File: config.mk
export PLATFORM = sky130hd
export DESIGN_NAME = pwr_access_guard
export DESIGN_NICKNAME = d
export VERILOG_FILES = /design/src/rtl/pwr_guard_pkg.sv /design/src/rtl/pwr_flag_sync.sv /design/src/rtl/pwr_supply_sel.sv /design/src/rtl/pwr_recovery.sv /design/src/rtl/pwr_bus_gate.sv /design/src/rtl/pwr_access_guard.sv
export SDC_FILE = /design/constraint.sdc
export NUM_CORES = 1
export LEC_CHECK = 0
export BUFFER_PORTS_ARGS = -buffer_cell sky130_fd_sc_hd__buf_2
export CORE_UTILIZATION = 50
export CTS_BUF_LIST = sky130_fd_sc_hd__clkbuf_4 sky130_fd_sc_hd__clkbuf_8 sky130_fd_sc_hd__clkbuf_16
export CTS_CLUSTER_DIAMETER = 60
export DETAILED_ROUTE_END_ITERATION = 10
export GPL_TIMING_DRIVEN = 0
export PLACE_DENSITY_LB_ADDON = 0.05
export SYNTH_ARGS = -nofsm -noshare
export SYNTH_HDL_FRONTEND = slang
export SYNTH_SLANG_ARGS = --single-unit
File: constraint.sdc
create_clock -name clk -period 4.93 [get_ports clk]
set_input_delay 0.7395 -clock clk [delete_from_list [all_inputs] [get_ports clk]]
set_output_delay 0.7395 -clock clk [all_outputs]
set_load 0.1 [all_outputs]
File: src/rtl/pwr_guard_pkg.sv
package pwr_guard_pkg;
  typedef enum logic [1:0] {
    PM_ACTIVE    = 2'd0,
    PM_STANDBY   = 2'd1,
    PM_RETAIN    = 2'd2,
    PM_UNPOWERED = 2'd3
  } pwr_mode_e;
endpackage

File: src/rtl/pwr_flag_sync.sv
module pwr_flag_sync #(
  parameter int WIDTH = 2
) (
  input  logic             clk,
  input  logic             rst_n,
  input  logic [WIDTH-1:0] async_i,
  output logic [WIDTH-1:0] sync_o
);
  // Two-stage synchroniser, one chain per flag
  for (genvar g = 0; g < WIDTH; g++) begin : g_chain
    logic meta_q, sync_q;
    always_ff @(posedge clk or negedge rst_n) begin
      if (!rst_n) begin
        meta_q <= 1'b0;
        sync_q <= 1'b0;
      end else begin
        meta_q <= async_i[g];
        sync_q <= meta_q;
      end
    end
    assign sync_o[g] = sync_q;
  end
endmodule

File: src/rtl/pwr_supply_sel.sv
module pwr_supply_sel
  import pwr_guard_pkg::*;
(
  input  logic       clk,
  input  logic       rst_n,
  input  logic       wp_ok_i,
  input  logic       bs_ok_i,
  output logic       bat_sel_o,
  output logic [1:0] mode_o
);
  logic      armed_q;
  pwr_mode_e mode;

  // Battery arm latch, set on first valid power-up
  always_ff @(posedge clk or negedge rst_n) begin
    if (!rst_n)       armed_q <= 1'b0;
    else if (wp_ok_i) armed_q <= 1'b1;
  end

  always_comb begin
    if (wp_ok_i)      mode = PM_ACTIVE;
    else if (bs_ok_i) mode = PM_STANDBY;
    else if (armed_q) mode = PM_RETAIN;
    else              mode = PM_UNPOWERED;
  end

  assign mode_o    = mode;
  assign bat_sel_o = (mode == PM_RETAIN);

  a_r4_arm_sticky: assert property (@(posedge clk) disable iff (!rst_n)
    $past(armed_q) |-> armed_q);
  a_r5_bat_needs_arm: assert property (@(posedge clk) disable iff (!rst_n)
    bat_sel_o |-> armed_q && !$past(bat_sel_o && wp_ok_i));
endmodule

File: src/rtl/pwr_recovery.sv
module pwr_recovery #(
  parameter int REC_CYCLES = 1_750_000
) (
  input  logic clk,
  input  logic rst_n,
  input  logic wp_ok_i,
  output logic prot_o
);
  localparam int CW = $clog2(REC_CYCLES + 1) < 1 ? 1 : $clog2(REC_CYCLES + 1);
  localparam logic [CW-1:0] REC_LOAD = CW'(REC_CYCLES);

  logic [CW-1:0] cnt_q;

  // Recovery countdown restarts whenever supply is below write-protect
  always_ff @(posedge clk or negedge rst_n) begin
    if (!rst_n)             cnt_q <= REC_LOAD;
    else if (!wp_ok_i)      cnt_q <= REC_LOAD;
    else if (cnt_q != '0)   cnt_q <= cnt_q - 1'b1;
  end

  assign prot_o = !wp_ok_i || (cnt_q != '0);

  a_r3_release_after_good: assert property (@(posedge clk) disable iff (!rst_n)
    $fell(prot_o) |-> (REC_CYCLES == 0) || $past(wp_ok_i));
endmodule

File: src/rtl/pwr_bus_gate.sv
module pwr_bus_gate #(
  parameter int ADDR_W  = 15,
  parameter int DATA_W  = 8,
  parameter int CYC_LEN = 4
) (
  input  logic              clk,
  input  logic              rst_n,
  input  logic              prot_i,
  input  logic              req_valid,
  output logic              req_ready,
  input  logic              req_write,
  input  logic [ADDR_W-1:0] req_addr,
  input  logic [DATA_W-1:0] req_wdata,
  output logic [ADDR_W-1:0] mem_addr,
  output logic [DATA_W-1:0] mem_wdata,
  output logic              mem_we,
  output logic              cyc_done,
  output logic              cyc_abort
);
  localparam int CNT_W = $clog2(CYC_LEN + 1);
  localparam logic [CNT_W-1:0] LEN_M1 = CNT_W'(CYC_LEN - 1);

  logic             busy_q, wr_q;
  logic [CNT_W-1:0] cnt_q;

  assign req_ready = !busy_q && !prot_i;

  always_ff @(posedge clk or negedge rst_n) begin
    if (!rst_n) begin
      busy_q    <= 1'b0;
      wr_q      <= 1'b0;
      cnt_q     <= '0;
      mem_addr  <= '0;
      mem_wdata <= '0;
      mem_we    <= 1'b0;
      cyc_done  <= 1'b0;
      cyc_abort <= 1'b0;
    end else begin
      mem_we    <= 1'b0;
      cyc_done  <= 1'b0;
      cyc_abort <= 1'b0;
      if (busy_q) begin
        if (prot_i) begin              // abort, nothing committed
          busy_q    <= 1'b0;
          cyc_abort <= 1'b1;
        end else if (cnt_q == '0) begin // completion
          busy_q   <= 1'b0;
          cyc_done <= 1'b1;
          mem_we   <= wr_q;
        end else begin
          cnt_q <= cnt_q - 1'b1;
        end
      end else if (req_valid && req_ready) begin
        busy_q    <= 1'b1;
        cnt_q     <= LEN_M1;
        wr_q      <= req_write;
        mem_addr  <= req_addr;
        mem_wdata <= req_wdata;
      end
    end
  end

  a_r8_no_commit_when_prot: assert property (@(posedge clk) disable iff (!rst_n)
    $past(prot_i) |-> !mem_we && !cyc_done);
  a_r8_abort_next_edge: assert property (@(posedge clk) disable iff (!rst_n)
    (busy_q && prot_i) |=> !busy_q && cyc_abort);
  a_r7_one_outcome: assert property (@(posedge clk) disable iff (!rst_n)
    !(cyc_done && cyc_abort));
endmodule

File: src/rtl/pwr_access_guard.sv
module pwr_access_guard #(
  parameter int ADDR_W     = 15,
  parameter int DATA_W     = 8,
  parameter int CYC_LEN    = 4,
  parameter int REC_CYCLES = 1_750_000
) (
  input  logic              clk,
  input  logic              rst_n,
  input  logic              vcc_wp_ok,
  input  logic              vcc_bs_ok,
  input  logic              req_valid,
  output logic              req_ready,
  input  logic              req_write,
  input  logic [ADDR_W-1:0] req_addr,
  input  logic [DATA_W-1:0] req_wdata,
  output logic [ADDR_W-1:0] mem_addr,
  output logic [DATA_W-1:0] mem_wdata,
  output logic              mem_we,
  output logic              cyc_done,
  output logic              cyc_abort,
  output logic              rst_out_n,
  output logic              bat_sel,
  output logic [1:0]        pwr_mode
);
  logic [1:0] flags_s;
  logic       prot;

  pwr_flag_sync #(.WIDTH(2)) u_sync (
    .clk(clk), .rst_n(rst_n),
    .async_i({vcc_bs_ok, vcc_wp_ok}), .sync_o(flags_s)
  );

  pwr_recovery #(.REC_CYCLES(REC_CYCLES)) u_rec (
    .clk(clk), .rst_n(rst_n), .wp_ok_i(flags_s[0]), .prot_o(prot)
  );

  pwr_supply_sel u_sup (
    .clk(clk), .rst_n(rst_n), .wp_ok_i(flags_s[0]), .bs_ok_i(flags_s[1]),
    .bat_sel_o(bat_sel), .mode_o(pwr_mode)
  );

  pwr_bus_gate #(.ADDR_W(ADDR_W), .DATA_W(DATA_W), .CYC_LEN(CYC_LEN)) u_bus (
    .clk(clk), .rst_n(rst_n), .prot_i(prot),
    .req_valid(req_valid), .req_ready(req_ready), .req_write(req_write),
    .req_addr(req_addr), .req_wdata(req_wdata),
    .mem_addr(mem_addr), .mem_wdata(mem_wdata), .mem_we(mem_we),
    .cyc_done(cyc_done), .cyc_abort(cyc_abort)
  );

  assign rst_out_n = !prot;

  a_r2_no_ready_in_reset: assert property (@(posedge clk) disable iff (!rst_n)
    !rst_out_n |-> !req_ready);
  a_r5_no_battery_with_ready: assert property (@(posedge clk) disable iff (!rst_n)
    bat_sel |-> !rst_out_n);
endmodule

Word-level counts from Yosys, hierarchy flattened
Cells that the tools add are included.
{"block": "word_totals", "register_bits": 57, "in_bits": 29, "out_inout_bits": 31, "wordCells": 53}
{"block": "classes", "add_sub_neg": 2, "n_eq_ne": 4, "n_mux": 21, "n_bitwise": 1, "reduce_logical": 11}
{"op": "$mux W21", "count": 2}
{"op": "$reduce_bool A21 Y1", "count": 1}
{"op": "$sub A21 B1 Y21 const B", "count": 1}
{"op": "$mux W1", "count": 13}
{"op": "$mux W3", "count": 4}
{"op": "$mux W2", "count": 2}
{"op": "$ne A2 B2 Y1 const B", "count": 2}
{"op": "$logic_not A1 Y1", "count": 3}
{"op": "$logic_not A3 Y1", "count": 1}
{"op": "$reduce_and A3 Y1", "count": 1}
{"op": "$sub A3 B1 Y3 const B", "count": 1}
{"op": "$eq A2 B2 Y1 const B", "count": 1}
{"op": "$logic_and A1 B1 Y1", "count": 2}
{"op": "$ne A2 B1 Y1 const B", "count": 1}
{"op": "$reduce_and A2 Y1", "count": 1}
{"op": "$reduce_bool A2 Y1", "count": 1}
{"op": "$logic_or A1 B1 Y1", "count": 1}
{"op": "$not A1 Y1", "count": 1}

Logic depth before layout (Yosys ltp)
Gate-level depths: netlist (run 1).
{"block": "depth", "ltp_word": 7, "mapped_depth": 8, "depth_no_buf": 7}

Hierarchy
Synthesis (run 1) repeated with hierarchy kept, for this count alone.
{"block": "unflattened", "cells_unflattened": 223, "hier_area_um2": 2708.8}
{"module": "pwr_recovery", "instances": 1, "cells_per_inst": 128, "area_per_inst_um2": 1286.2, "seq_area_each_um2": 540.5}
{"module": "pwr_bus_gate", "instances": 1, "cells_per_inst": 82, "area_per_inst_um2": 1251.2, "seq_area_each_um2": 775.7}
{"module": "pwr_flag_sync", "instances": 1, "cells_per_inst": 6, "area_per_inst_um2": 115.1, "seq_area_each_um2": 100.1}
{"module": "pwr_supply_sel", "instances": 1, "cells_per_inst": 6, "area_per_inst_um2": 52.6, "seq_area_each_um2": 25.0}
{"module": "pwr_access_guard", "instances": 1, "cells_per_inst": 1, "area_per_inst_um2": 3.8, "seq_area_each_um2": 0.0}

Worst setup path after synthesis (run 1)
No wires, ideal clock.
{"block": "synth_path", "kind": "register -> output", "start": "register u_rec.cnt_q[0]", "end": "output req_ready", "t_arrival_ps": 2926, "t_required_ps": 4191, "setup_slack_ps": 1264, "path_stages_with_launch": 8, "path_buffers": 1, "cell_sequence": "dfrtp_1 > inv_1 > ha_1 > nor4b_1 > nand3_1 > or2_2 > clkbuf_1 > nor2_1"}
{"block": "synth_between", "elab_chain_cells": 4}
{"element": "start, declared", "line_no": "pwr_recovery.sv:12", "text": "logic [CW-1:0] cnt_q;"}
{"element": "start signal, assigned", "line_no": "pwr_recovery.sv:18", "text": "else if (cnt_q != '0) cnt_q <= cnt_q - 1'b1;"}
{"element": "$reduce_bool A21 Y1", "line_no": "pwr_recovery.sv:21", "text": "assign prot_o = !wp_ok_i || (cnt_q != '0);"}
{"element": "$logic_or A1 B1 Y1", "line_no": "pwr_recovery.sv:21"}
{"element": "$logic_not A1 Y1", "line_no": "pwr_bus_gate.sv:26", "text": "assign req_ready = !busy_q && !prot_i;"}
{"element": "$logic_and A1 B1 Y1", "line_no": "pwr_bus_gate.sv:26"}
{"element": "end, declared", "line_no": "pwr_access_guard.sv:12", "text": "output logic req_ready,"}
No other way between the ends.

Worst setup path after layout (run 1)
{"block": "layout_path", "start": "register u_rec.cnt_q[0]", "end": "output rst_out_n"}
{"block": "layout_between", "elab_chain_cells": 3}
{"element": "$reduce_bool A21 Y1", "line_no": "pwr_recovery.sv:21"}
{"element": "$logic_or A1 B1 Y1", "line_no": "pwr_recovery.sv:21"}
{"element": "$logic_not A1 Y1", "line_no": "pwr_access_guard.sv:50", "text": "assign rst_out_n = !prot;"}
{"element": "end, declared", "line_no": "pwr_access_guard.sv:21", "text": "output logic rst_out_n,"}
No other way between the ends.

==> impl_metrics.env, run 1 <==
export IMPL_outcome="finished clean"
export IMPL_wirelength_um=5450
export IMPL_crit_fanout=7
export IMPL_filler_cell_count=432
export IMPL_synth_async_reset_ratio=1.00
export IMPL_post_placement_cell_count=355
export IMPL_detailed_place_area_mm2=0.00307
export IMPL_start_util=0.522
export IMPL_vias=2020
export IMPL_multi_input_area_mm2=0.00116
export IMPL_grt_antenna_before_repair=0
export IMPL_peakVddDrop_uv=307
export IMPL_proportion_of_netlist_area_held_by_the_largest_area_contributor=0.420
export IMPL_io_pin_count=60
export IMPL_cp_common_cell="sky130_fd_sc_hd__inv_1"
export IMPL_critical_path_startpoint_type="register"
export IMPL_unrepaired_setup_endpoints_after_global_routing="false"
export IMPL_skew_ns=0.00646
export IMPL_final_antenna_net_count=0
export IMPL_setup_viol=0
export IMPL_io_buffers=59
export IMPL_critPathBufInv=4
export IMPL_drt_pass1_iterations=4
export IMPL_grt_pass1_vias=1954
export IMPL_grt_overflow_total=0
export IMPL_dieHeight_um=75.3
export IMPL_yosys_area_top_type="sky130_fd_sc_hd__dfrtp_1"
export IMPL_postCtsSetupRepairBufs=0
export IMPL_setup_worst_path_class="reg -> out"
export IMPL_ys_types=46
export IMPL_cts_buffers=9
export IMPL_placement_rows=26
export IMPL_insertedDiodeCount=0
export IMPL_dp_final_hpwl_um=3770
export IMPL_grt_max_degree=58
export IMPL_fin_crit_sh=0.736
export IMPL_setup_worst_path_end_class="output pin"
export IMPL_gp_congestion=0.809
export IMPL_route_detailed_drc=0
export IMPL_worst_slew_pin_transition_ns=0.744
export IMPL_synthesis_area_mm2=0.00268
export IMPL_hold_slack_ns=0.345
export IMPL_syn_instance_count=226
export IMPL_cap_violations=0
export IMPL_clock_sinks=57
export IMPL_cts_resized=0
export IMPL_synth_top_cells_by_area="sky130_fd_sc_hd__dfrtp_1, sky130_fd_sc_hd__dfstp_2, sky130_fd_sc_hd__mux2_2"
export IMPL_synth_ff_type="sky130_fd_sc_hd__dfrtp_1"
export IMPL_timing_max_transition_violations_final=0
export IMPL_yosysWarnings=0
export IMPL_floorplan_die_width_um=75.3
export IMPL_seq_area_mm2=0.00144
export IMPL_clock_latency_ns=0.33
export IMPL_sequential_cell_area_fraction_in_the_yosys_report=0.537
export IMPL_cts_root_buffer_cell="sky130_fd_sc_hd__clkbuf_8"
export IMPL_post_layout_total_power_mw=1.20
export IMPL_wire_per_inst_um=14.7
export IMPL_post_cts_hold_buffer_count=0
export IMPL_grt_pass1_wl_um=8740
export IMPL_flow_area_growth_from_synthesis_pct=23.6
export IMPL_timing_slew_headroom=0.497
export IMPL_synth_ff_latch_count=57
export IMPL_drt_initial_drc_count=62
export IMPL_top_achievable_clock_speed_mhz=276
export IMPL_synth_top_cells_by_count="sky130_fd_sc_hd__dfrtp_1, sky130_fd_sc_hd__mux2_2, sky130_fd_sc_hd__or4_1"
export IMPL_final_instance_count_excl_fill=371
export IMPL_wp_data_required_ns=4.19
export IMPL_ctsHtreeMaxLevel=3
export IMPL_arrival_worst_endpoint_ns=2.89
export IMPL_final_area_mm2=0.00332
export IMPL_cts_clk_slew_worst_paths_ns=0.07
export IMPL_average_cell_area_after_synthesis_um2=11.9
export IMPL_hold_path_class="reg -> reg"
export IMPL_cts_tree="built"
export IMPL_cp_slowest_cell="sky130_fd_sc_hd__nor4b_1"
export IMPL_final_setup_tns_ns=0
export IMPL_grt_total_usage=0.215
export IMPL_power_density_mw_per_mm2=360
export IMPL_critical_path_cell_chain="inv_1, ha_1, nor4b_1, nand3_1, or2_2, clkbuf_1, inv_1, buf_2"
export IMPL_worst_path_largest_cell_delay_ns=0.62
export IMPL_post_route_cells_drive_above_1_share=0.419
export IMPL_period_needed_ns=3.63
export IMPL_vias_per_cell=5.44
export IMPL_cts_path_max_buffers=2
export IMPL_finish_net_count=329
export IMPL_synth_edff_count=0
export IMPL_design_die_area_mm2=0.00566
export IMPL_core_area_mm2=0.00514
export IMPL_total_leakage_power_nw=1.49
export IMPL_timing_final_hold_violations=0
export IMPL_most_frequent_cell_after_synthesis="sky130_fd_sc_hd__dfrtp_1"
export IMPL_worst_path_dominant_cell_family="simple AND/OR/NAND/NOR gates"
export IMPL_syn_num_nets=259
cell usage in the layout (no fill, tap or decap), types with 7 or more instances in the layout:
master / count
sky130_fd_sc_hd__buf_2: 61
sky130_fd_sc_hd__a21oi_1: 8
sky130_fd_sc_hd__dfrtp_1: 45
sky130_fd_sc_hd__mux2_2: 26
sky130_fd_sc_hd__o21ai_0: 7
sky130_fd_sc_hd__nand2_1: 8
sky130_fd_sc_hd__nand3_1: 10
sky130_fd_sc_hd__or4_1: 14
sky130_fd_sc_hd__nand2b_1: 9
sky130_fd_sc_hd__dfstp_2: 12
sky130_fd_sc_hd__inv_1: 9
sky130_fd_sc_hd__clkbuf_8: 10
layer usage:
| layer | vias to the layer above | wire [um] | global-route usage |
|---|---|---|---|
| li1 | 984 | - | - |
| met1 | 970 | 2500 | 0.264 |
| met2 | 58 | 2610 | 0.344 |
| met3 | 8 | 279 | 0.0696 |
| met4 | 0 | 68 | 0.103 |
| met5 | - | 0 | 0 |
state kept, by name, indices dropped and copies added, names as in the netlist:
signal / flops
u_bus.cnt_q: 3
u_bus.mem_we: 1
u_sup.armed_q: 1
u_sync.g_chain.sync_q: 2
u_bus.mem_addr: 15
u_rec.cnt_q: 21
u_bus.mem_wdata: 8
u_sync.g_chain.meta_q: 2
u_bus.cyc_done: 1
u_bus.wr_q: 1
u_bus.busy_q: 1
u_bus.cyc_abort: 1
cell families (layout without fill, tap and decap cells):
group	after synthesis	after routing	synth area share
AOI/OAI and AO/OA	36	36	0.0988
adders and majority gates	4	4	0.0186
buffers and inverters	20	95	0.0322
DFF	57	57	0.537
muxes	30	30	0.124
and+or+nand+nor	79	79	0.189
final cells by class:
class                           count  area share
Buffer                             11      0.0158
Tap cell                           70      0.0264
Multi-Input combinational cell    149       0.349
Sequential cell                    57       0.435
Timing Repair Buffer               59      0.0898
Clock buffer                       11      0.0438
Clock inverter                      5      0.0309
Inverter                            9      0.0102
power breakdown:
| group | internal, mW | switching [mW] | leakage (nW) |
|---|---|---|---|
| sequential | 0.488 | 0.0147 | 0.705 |
| clock | 0.354 | 0.184 | 0.123 |
| combinational | 0.0374 | 0.117 | 0.660 |
final timing paths:
path                                     startpoint                       end  slack, ns  depth (start not counted)
max in group asynchronous                     rst_n           u_rec.cnt_q[16]       4.00                          1
setup reg to reg                     u_rec.cnt_q[0]         u_bus.mem_addr[7]       2.17                          7
setup / recovery                     u_rec.cnt_q[0]                 rst_out_n       1.30                          8
min in group asynchronous                     rst_n           u_rec.cnt_q[10]       0.46                          1
hold reg to reg            u_sync.g_chain[0].meta_q  u_sync.g_chain[0].sync_q       0.34                          0
hold / removal             u_sync.g_chain[0].meta_q  u_sync.g_chain[0].sync_q       0.34                          0
metrics by stage:
step	utilization	setup WS, ns
detailed placement	0.597	1.64
global placement	0.597	1.65
global route	0.645	1.04
finish	0.645	1.30
floorplan	-	1.26
CTS	0.645	1.27
(Power assumes the default switching activity.)
==> run 2: changes to the inputs <==
--- a/config.mk
+++ b/config.mk
@@ -6,7 +6,7 @@
 export NUM_CORES = 1
 export LEC_CHECK = 0
 export BUFFER_PORTS_ARGS = -buffer_cell sky130_fd_sc_hd__buf_2
-export CORE_UTILIZATION = 50
+export CORE_UTILIZATION = 48
 export CTS_BUF_LIST = sky130_fd_sc_hd__clkbuf_4 sky130_fd_sc_hd__clkbuf_8 sky130_fd_sc_hd__clkbuf_16
 export CTS_CLUSTER_DIAMETER = 60
 export DETAILED_ROUTE_END_ITERATION = 10
==> constraint.sdc (replaced) <==
create_clock -name clk -period 3.3 [get_ports clk]
set_input_delay 0.495 -clock clk [delete_from_list [all_inputs] [get_ports clk]]
set_output_delay 0.495 -clock clk [all_outputs]
set_load 0.1 [all_outputs]
==> run 2 against run 1 <==
  * Via count is 2.3% higher
  * Total power is 38% higher
  * Setup slack got worse by 1.1 ns
  * Final cell count unchanged
  * Routed wire length up 3.0%
  * Die area increased by 4.1%
  * First-iteration DRC count up 92%
  * Combinational power increased by 51%
  * Largest power group is now sequential cells
  * Global-route usage down 0.23 points
  * Sequential cell count did not move
  * Highest routed layer unchanged
==> impl_metrics.env, run 2 (same netlist as run 1, synthesis figures left out) <==
export IMPL_outcome="finished clean"
export IMPL_dp_final_hpwl_um=3850
export IMPL_core_area_mm2=0.00524
export IMPL_finish_net_count=329
export IMPL_timing_final_hold_violations=0
export IMPL_cap_violations=0
export IMPL_dieHeight_um=76.8
export IMPL_postCtsSetupRepairBufs=0
export IMPL_post_route_cells_drive_above_1_share=0.429
export IMPL_start_util=0.512
export IMPL_timing_rr_end="u_bus.mem_addr[14]"
export IMPL_fin_crit_sh=0.938
export IMPL_timing_max_transition_violations_final=0
export IMPL_reg_largest_list="u_rec.cnt_q: 21 flops, u_bus.mem_addr: 15 flops, u_bus.mem_wdata: 8 flops"
export IMPL_total_leakage_power_nw=1.47
export IMPL_cts_tree="built"
export IMPL_setup_reg_to_reg_worst_slack_ns=0.76
export IMPL_seq_area_mm2=0.00144
export IMPL_power_density_mw_per_mm2=500
export IMPL_layout_commonest_cell="sky130_fd_sc_hd__buf_2"
export IMPL_worst_slew_pin_transition_ns=0.708
export IMPL_largest_register="u_rec.cnt_q"
export IMPL_grt_pass1_wl_um=9470
export IMPL_setup_worst_path_end_class="output pin"
export IMPL_clock_sinks=57
export IMPL_layout_setup_ws_ns=0.204
export IMPL_gp_congestion=0.791
export IMPL_crit_fanout=7
export IMPL_route_detailed_drc=0
export IMPL_clock_latency_ns=0.34
export IMPL_grt_antenna_before_repair=0
export IMPL_vias=2066
export IMPL_arrival_worst_endpoint_ns=2.60
export IMPL_final_cell_mix="sky130_fd_sc_hd__buf_2, sky130_fd_sc_hd__dfrtp_1, sky130_fd_sc_hd__mux2_2"
export IMPL_timing_slew_headroom=0.528
export IMPL_critical_path_startpoint_type="register"
export IMPL_regToRegStartpoint="u_rec.cnt_q[11]"
export IMPL_setup_viol=0
export IMPL_wp_data_required_ns=2.80
export IMPL_grt_max_degree=58
export IMPL_wire_per_inst_um=15.1
export IMPL_hold_path_class="in -> async"
export IMPL_grt_pass1_vias=2046
export IMPL_grt_total_usage=0.212
export IMPL_detailedPlace_worstSlack_ns=0.246
export IMPL_design_die_area_mm2=0.00589
export IMPL_cts_root_buffer_cell="sky130_fd_sc_hd__clkbuf_8"
export IMPL_skew_ns=0.00956
export IMPL_final_antenna_net_count=0
export IMPL_post_placement_cell_count=355
export IMPL_drt_initial_drc_count=119
export IMPL_timing_reg2reg_worst_path_depth=5
export IMPL_cts_clk_slew_worst_paths_ns=0.07
export IMPL_drt_pass1_iterations=4
export IMPL_largest_register_ff_count=21
export IMPL_setup_worst_path_class="reg -> out"
export IMPL_cts_buffers=9
export IMPL_peakVddDrop_uv=397
export IMPL_multi_input_area_mm2=0.00118
export IMPL_io_buffers=59
export IMPL_wirelength_um=5620
export IMPL_setup_crit_start="u_rec.cnt_q[11]"
export IMPL_grt_overflow_total=0
export IMPL_floorplan_die_width_um=76.8
export IMPL_period_needed_ns=3.10
export IMPL_ctsHtreeMaxLevel=3
export IMPL_critPathCapture="rst_out_n"
export IMPL_io_pin_count=60
export IMPL_insertedDiodeCount=0
export IMPL_cts_path_max_buffers=2
export IMPL_flow_area_growth_from_synthesis_pct=22.9
export IMPL_vias_per_cell=5.57
export IMPL_final_instance_count_excl_fill=371
export IMPL_placement_rows=26
export IMPL_top_achievable_clock_speed_mhz=323
export IMPL_filler_cell_count=434
run 2: changes by cell type in the layout (fill, tap and decap cells not counted), sizes merged:
cell	before	now
clkbuf	17	18
bufinv	3	1
buf	64	62
clkinv	1	3
clkinvlp	1	2
run 2: what timing repair did:
action                     in CTS  in global routing
setup endpoints to repair       2                  2
hold buffers                    0                  0
resized for setup               1                  3
run 2: how the worst min path moves through the flow:
stage | to | slack (ns) | cells after the start
global placement | u_sync.g_chain[0].sync_q | 0.33 | 0
floorplan | u_bus.busy_q | 0.20 | 0
global route | u_sync.g_chain[0].meta_q | 0.23 | 1
finish | u_rec.cnt_q[10] | 0.20 | 1
CTS | u_sync.g_chain[0].meta_q | 0.24 | 1
detailed placement | u_sync.g_chain[0].sync_q | 0.33 | 0
run 2: where the power goes:
group / internal, mW / leakage (nW) / switching, mW
registers: 0.728 / 0.705 / 0.0234
clock network: 0.370 / 0.0985 / 0.296
logic: 0.0569 / 0.663 / 0.176
run 2: critical path, stage by stage, from the launching register on:
cell and delay [ns]:
sky130_fd_sc_hd__dfrtp_1 0.41, sky130_fd_sc_hd__nor4_1 0.57, sky130_fd_sc_hd__nand3_1 0.27, sky130_fd_sc_hd__or2_2 0.35
sky130_fd_sc_hd__clkbuf_1 0.19, sky130_fd_sc_hd__inv_1 0.14, sky130_fd_sc_hd__clkbuf_4 0.34
run 2: layout make-up:
type,count,share of cell area
Buffer,11,0.0159
Inverter,9,0.0102
Multi-Input combinational cell,149,0.356
Timing Repair Buffer,59,0.0918
Clock buffer,10,0.0417
Clock inverter,6,0.0205
Sequential cell,57,0.437
Tap cell,70,0.0265
run 2: metal layers:
layer  GRT usage  up-vias  routed length [um]
li1            -      991                   -
met1       0.252     1008                2500
met2       0.330       60                2670
met3       0.106        7                 372
met4      0.0788        0                  77
met5           0        -                   0
run 2: per-stage QoR:
step	power, mW	setup TNS (ns)	instance area (um2)	utilization	hold slack (ns)
3_5_place_dp	0.995	0	3070	0.586	0.335
3_3_place_gp	0.991	0	3070	0.586	0.333
6_report	1.65	0	3300	0.630	0.201
2_1_floorplan	0.932	0	2690	-	0.199
5_1_grt	1.72	-0.000990	3300	0.630	0.232
4_1_cts	1.67	0	3280	0.627	0.237
==> run 3: changes to the inputs <==
--- a/config.mk
+++ b/config.mk
@@ -5,8 +5,9 @@
 export SDC_FILE = /design/constraint.sdc
 export NUM_CORES = 1
 export LEC_CHECK = 0
+export ABC_CLOCK_PERIOD_IN_PS = 3300
 export BUFFER_PORTS_ARGS = -buffer_cell sky130_fd_sc_hd__buf_2
-export CORE_UTILIZATION = 48
+export CORE_UTILIZATION = 45
 export CTS_BUF_LIST = sky130_fd_sc_hd__clkbuf_4 sky130_fd_sc_hd__clkbuf_8 sky130_fd_sc_hd__clkbuf_16
 export CTS_CLUSTER_DIAMETER = 60
 export DETAILED_ROUTE_END_ITERATION = 10
@@ -14,4 +15,5 @@
 export PLACE_DENSITY_LB_ADDON = 0.05
 export SYNTH_ARGS = -nofsm -noshare
 export SYNTH_HDL_FRONTEND = slang
+export SYNTH_HIERARCHICAL = 1
 export SYNTH_SLANG_ARGS = --single-unit
==> run 3 against run 2 <==
  * Non-clock buffer count rose by 2
  * Final cell count did not move
  * Setup slack got worse by 0.0090 ns
  * Global-route usage fell by 1.7 points
  * Combinational power barely moved
  * Clock power rose by 20%
  * Largest cell class unchanged
  * Highest routed layer unchanged
==> impl_metrics.env, run 3 <==
export IMPL_synth_ff_latch_count=57
export IMPL_unrepaired_setup_endpoints_after_global_routing="false"
export IMPL_synth_edff_count=0
export IMPL_syn_num_nets=256
export IMPL_cts_path_max_buffers=2
export IMPL_final_cell_mix="sky130_fd_sc_hd__buf_2, sky130_fd_sc_hd__dfrtp_1, sky130_fd_sc_hd__mux2_2"
export IMPL_power_density_mw_per_mm2=529
export IMPL_gp_congestion=0.753
export IMPL_skew_ns=0.00605
export IMPL_multi_input_area_mm2=0.00114
export IMPL_wire_per_inst_um=14.7
export IMPL_ys_types=50
export IMPL_fin_crit_sh=0.941
export IMPL_ctsHtreeMaxLevel=3
export IMPL_outcome="finished clean"
export IMPL_largest_register_ff_count=21
export IMPL_route_detailed_drc=0
export IMPL_synthesis_area_mm2=0.00271
export IMPL_synth_top_cells_by_area="sky130_fd_sc_hd__dfrtp_1, sky130_fd_sc_hd__dfstp_2, sky130_fd_sc_hd__mux2_2"
export IMPL_io_pin_count=60
export IMPL_core_area_mm2=0.00564
export IMPL_syn_instance_count=223
export IMPL_worst_slew_pin_transition_ns=0.728
export IMPL_grt_max_degree=58
export IMPL_average_cell_area_after_synthesis_um2=12.1
export IMPL_vias=1947
export IMPL_peakVddDrop_uv=307
export IMPL_start_util=0.480
export IMPL_drt_pass1_iterations=4
export IMPL_vias_per_cell=5.25
export IMPL_layout_commonest_cell="sky130_fd_sc_hd__buf_2"
export IMPL_power_share_clock=0.448
export IMPL_clock_sinks=57
export IMPL_filler_cell_count=472
export IMPL_cts_tree="built"
export IMPL_final_antenna_net_count=0
export IMPL_io_buffers=59
export IMPL_top_achievable_clock_speed_mhz=322
export IMPL_grt_overflow_total=0
export IMPL_hold_slack_ns=0.230
export IMPL_final_instance_count_excl_fill=371
export IMPL_yosys_area_top_type="sky130_fd_sc_hd__dfrtp_1"
export IMPL_dp_final_hpwl_um=3660
export IMPL_synth_top_cells_by_count="sky130_fd_sc_hd__dfrtp_1, sky130_fd_sc_hd__mux2_2, sky130_fd_sc_hd__nand2_1"
export IMPL_yosysWarnings=6
export IMPL_sequentialPowerShare=0.420
export IMPL_clock_latency_ns=0.32
export IMPL_arrival_worst_endpoint_ns=2.61
export IMPL_placement_rows=27
export IMPL_setup_worst_path_end_class="output pin"
export IMPL_cts_clk_slew_worst_paths_ns=0.07
export IMPL_sequential_cell_area_fraction_in_the_yosys_report=0.532
export IMPL_grt_pass1_vias=2070
export IMPL_dieHeight_um=79.6
export IMPL_timing_slew_headroom=0.515
export IMPL_drt_initial_drc_count=108
export IMPL_power_switching_mw=0.466
export IMPL_most_frequent_cell_after_synthesis="sky130_fd_sc_hd__dfrtp_1"
export IMPL_synth_ff_type="sky130_fd_sc_hd__dfrtp_1"
export IMPL_grt_pass1_wl_um=9400
export IMPL_final_core_density=0.597
export IMPL_cts_buffers=9
export IMPL_power_switching_fraction=0.261
export IMPL_post_placement_cell_count=354
export IMPL_cts_root_buffer_cell="sky130_fd_sc_hd__clkbuf_8"
export IMPL_wirelength_um=5450
export IMPL_cap_violations=0
export IMPL_grt_antenna_before_repair=0
export IMPL_seq_area_mm2=0.00144
export IMPL_hold_path_class="in -> async"
export IMPL_post_route_cells_drive_above_1_share=0.452
export IMPL_proportion_of_netlist_area_held_by_the_largest_area_contributor=0.416
export IMPL_synth_async_reset_ratio=1.00
export IMPL_finish_net_count=327
export IMPL_period_needed_ns=3.11
export IMPL_timing_reg2reg_worst_path_depth=9
export IMPL_timing_final_hold_violations=0
export IMPL_design_die_area_mm2=0.00633
export IMPL_insertedDiodeCount=0
export IMPL_setup_viol=0
export IMPL_total_leakage_power_nw=1.55
export IMPL_largest_register="u_rec/cnt_q"
export IMPL_crit_fanout=10
export IMPL_timing_max_transition_violations_final=0
export IMPL_comb_power_share=0.132
export IMPL_setup_worst_path_class="reg -> out"
export IMPL_grt_total_usage=0.196
export IMPL_critical_path_startpoint_type="register"
export IMPL_flow_area_growth_from_synthesis_pct=24.3
export IMPL_wp_data_required_ns=2.80
export IMPL_internal_power_mw=1.32
export IMPL_final_setup_tns_ns=0
export IMPL_floorplan_die_width_um=79.6
export IMPL_reg_largest_list="u_rec/cnt_q: 21 flops, u_bus/mem_addr: 15 flops, u_bus/mem_wdata: 8 flops"
export IMPL_post_layout_total_power_mw=1.78
## run 3: changes by cell type after synthesis, moves of 3 or more
cell | before | now
sky130_fd_sc_hd__a21boi_0 | 0 | 3
sky130_fd_sc_hd__a21oi_1 | 8 | 3
sky130_fd_sc_hd__a21oi_2 | 0 | 3
sky130_fd_sc_hd__buf_2 | 3 | 0
sky130_fd_sc_hd__buf_6 | 1 | 4
sky130_fd_sc_hd__nand2_1 | 8 | 13
sky130_fd_sc_hd__nand3_1 | 10 | 7
sky130_fd_sc_hd__o21a_1 | 0 | 3
sky130_fd_sc_hd__o21ai_0 | 7 | 3
sky130_fd_sc_hd__or4_1 | 14 | 6
## run 3: area by class of cell
| class | count | share of cell area |
|---|---|---|
| inverters | 10 | 0.0111 |
| clock buffers | 11 | 0.0431 |
| plain buffers | 12 | 0.0293 |
| clock inverters | 5 | 0.0305 |
| repair buffers | 60 | 0.0932 |
| well taps | 72 | 0.0267 |
| multi-input cells | 144 | 0.338 |
| flip-flops and latches | 57 | 0.428 |
## run 3: metrics by stage
stage,cell area [um2],worst slack (ns)
3_3_place_gp,3100,-0.106
4_1_cts,3360,0.126
2_1_floorplan,2710,0.0373
5_1_grt,3370,0.00949
3_5_place_dp,3100,-0.109
6_report,3370,0.195
## run 3: cells by family (layout without fill, tap and decap cells)
group	Yosys count	in the layout	synth area share
AO/OA/AOI/OAI	34	34	0.0970
buffers and inverters	22	98	0.0503
multiplexers	30	30	0.125
AND/OR/NAND/NOR	76	76	0.177
adder cells (fa/ha/maj)	4	4	0.0185
flip-flops	57	57	0.532
## run 3: critical path, stage by stage, from the launching register on
cell and delay (ns):
sky130_fd_sc_hd__dfrtp_1 0.42, sky130_fd_sc_hd__inv_1 0.09, sky130_fd_sc_hd__ha_1 0.16, sky130_fd_sc_hd__or4b_4 0.49, sky130_fd_sc_hd__nor4b_4 0.32, sky130_fd_sc_hd__buf_6 0.20
sky130_fd_sc_hd__nand3_2 0.20, sky130_fd_sc_hd__nor2_2 0.16, sky130_fd_sc_hd__buf_6 0.24
## run 3: path summary, 6_finish.rpt
| path | from | end | slack [ns] |
|---|---|---|---|
| worst max-delay path | u_rec/cnt_q[0] | req_ready | 0.19 |
| worst min-delay path | rst_n | u_rec/cnt_q[14] | 0.23 |
| worst max register to register | u_rec/cnt_q[0] | u_bus/mem_addr[11] | 0.28 |
| worst min register to register | u_sync/g_chain[0].meta_q | u_sync/g_chain[0].sync_q | 0.36 |
| max in group asynchronous | rst_n | u_bus/mem_addr[9] | 2.58 |
| min in group clk | vcc_wp_ok | u_sync/g_chain[0].meta_q | 0.28 |
## run 3: routing by layer
metal  up-vias  GRT usage  routed length, um
met4         0     0.0873                 21
met3         2     0.0526                294
li1        952          -                  -
met2        47      0.309               2550
met5         -          0                  0
met1       946      0.251               2580
## run 3: power groups by stage
stage / Combinational (mW) / Sequential [mW] / Clock (mW)
after floorplan: 0.0693 / 0.864 / 0
after global placement: 0.234 / 0.759 / 0
after detailed placement: 0.236 / 0.760 / 0
after CTS: 0.236 / 0.749 / 0.824
after global routing: 0.248 / 0.752 / 0.858
final: 0.234 / 0.749 / 0.798
## run 3: what timing repair did
item,4_1_cts,5_1_grt
hold buffers,0,0
pin swaps,1,0
gates cloned,0,0
endpoints found under the setup margin,22,1
gates resized for setup,3,1
buffers inserted,1,0
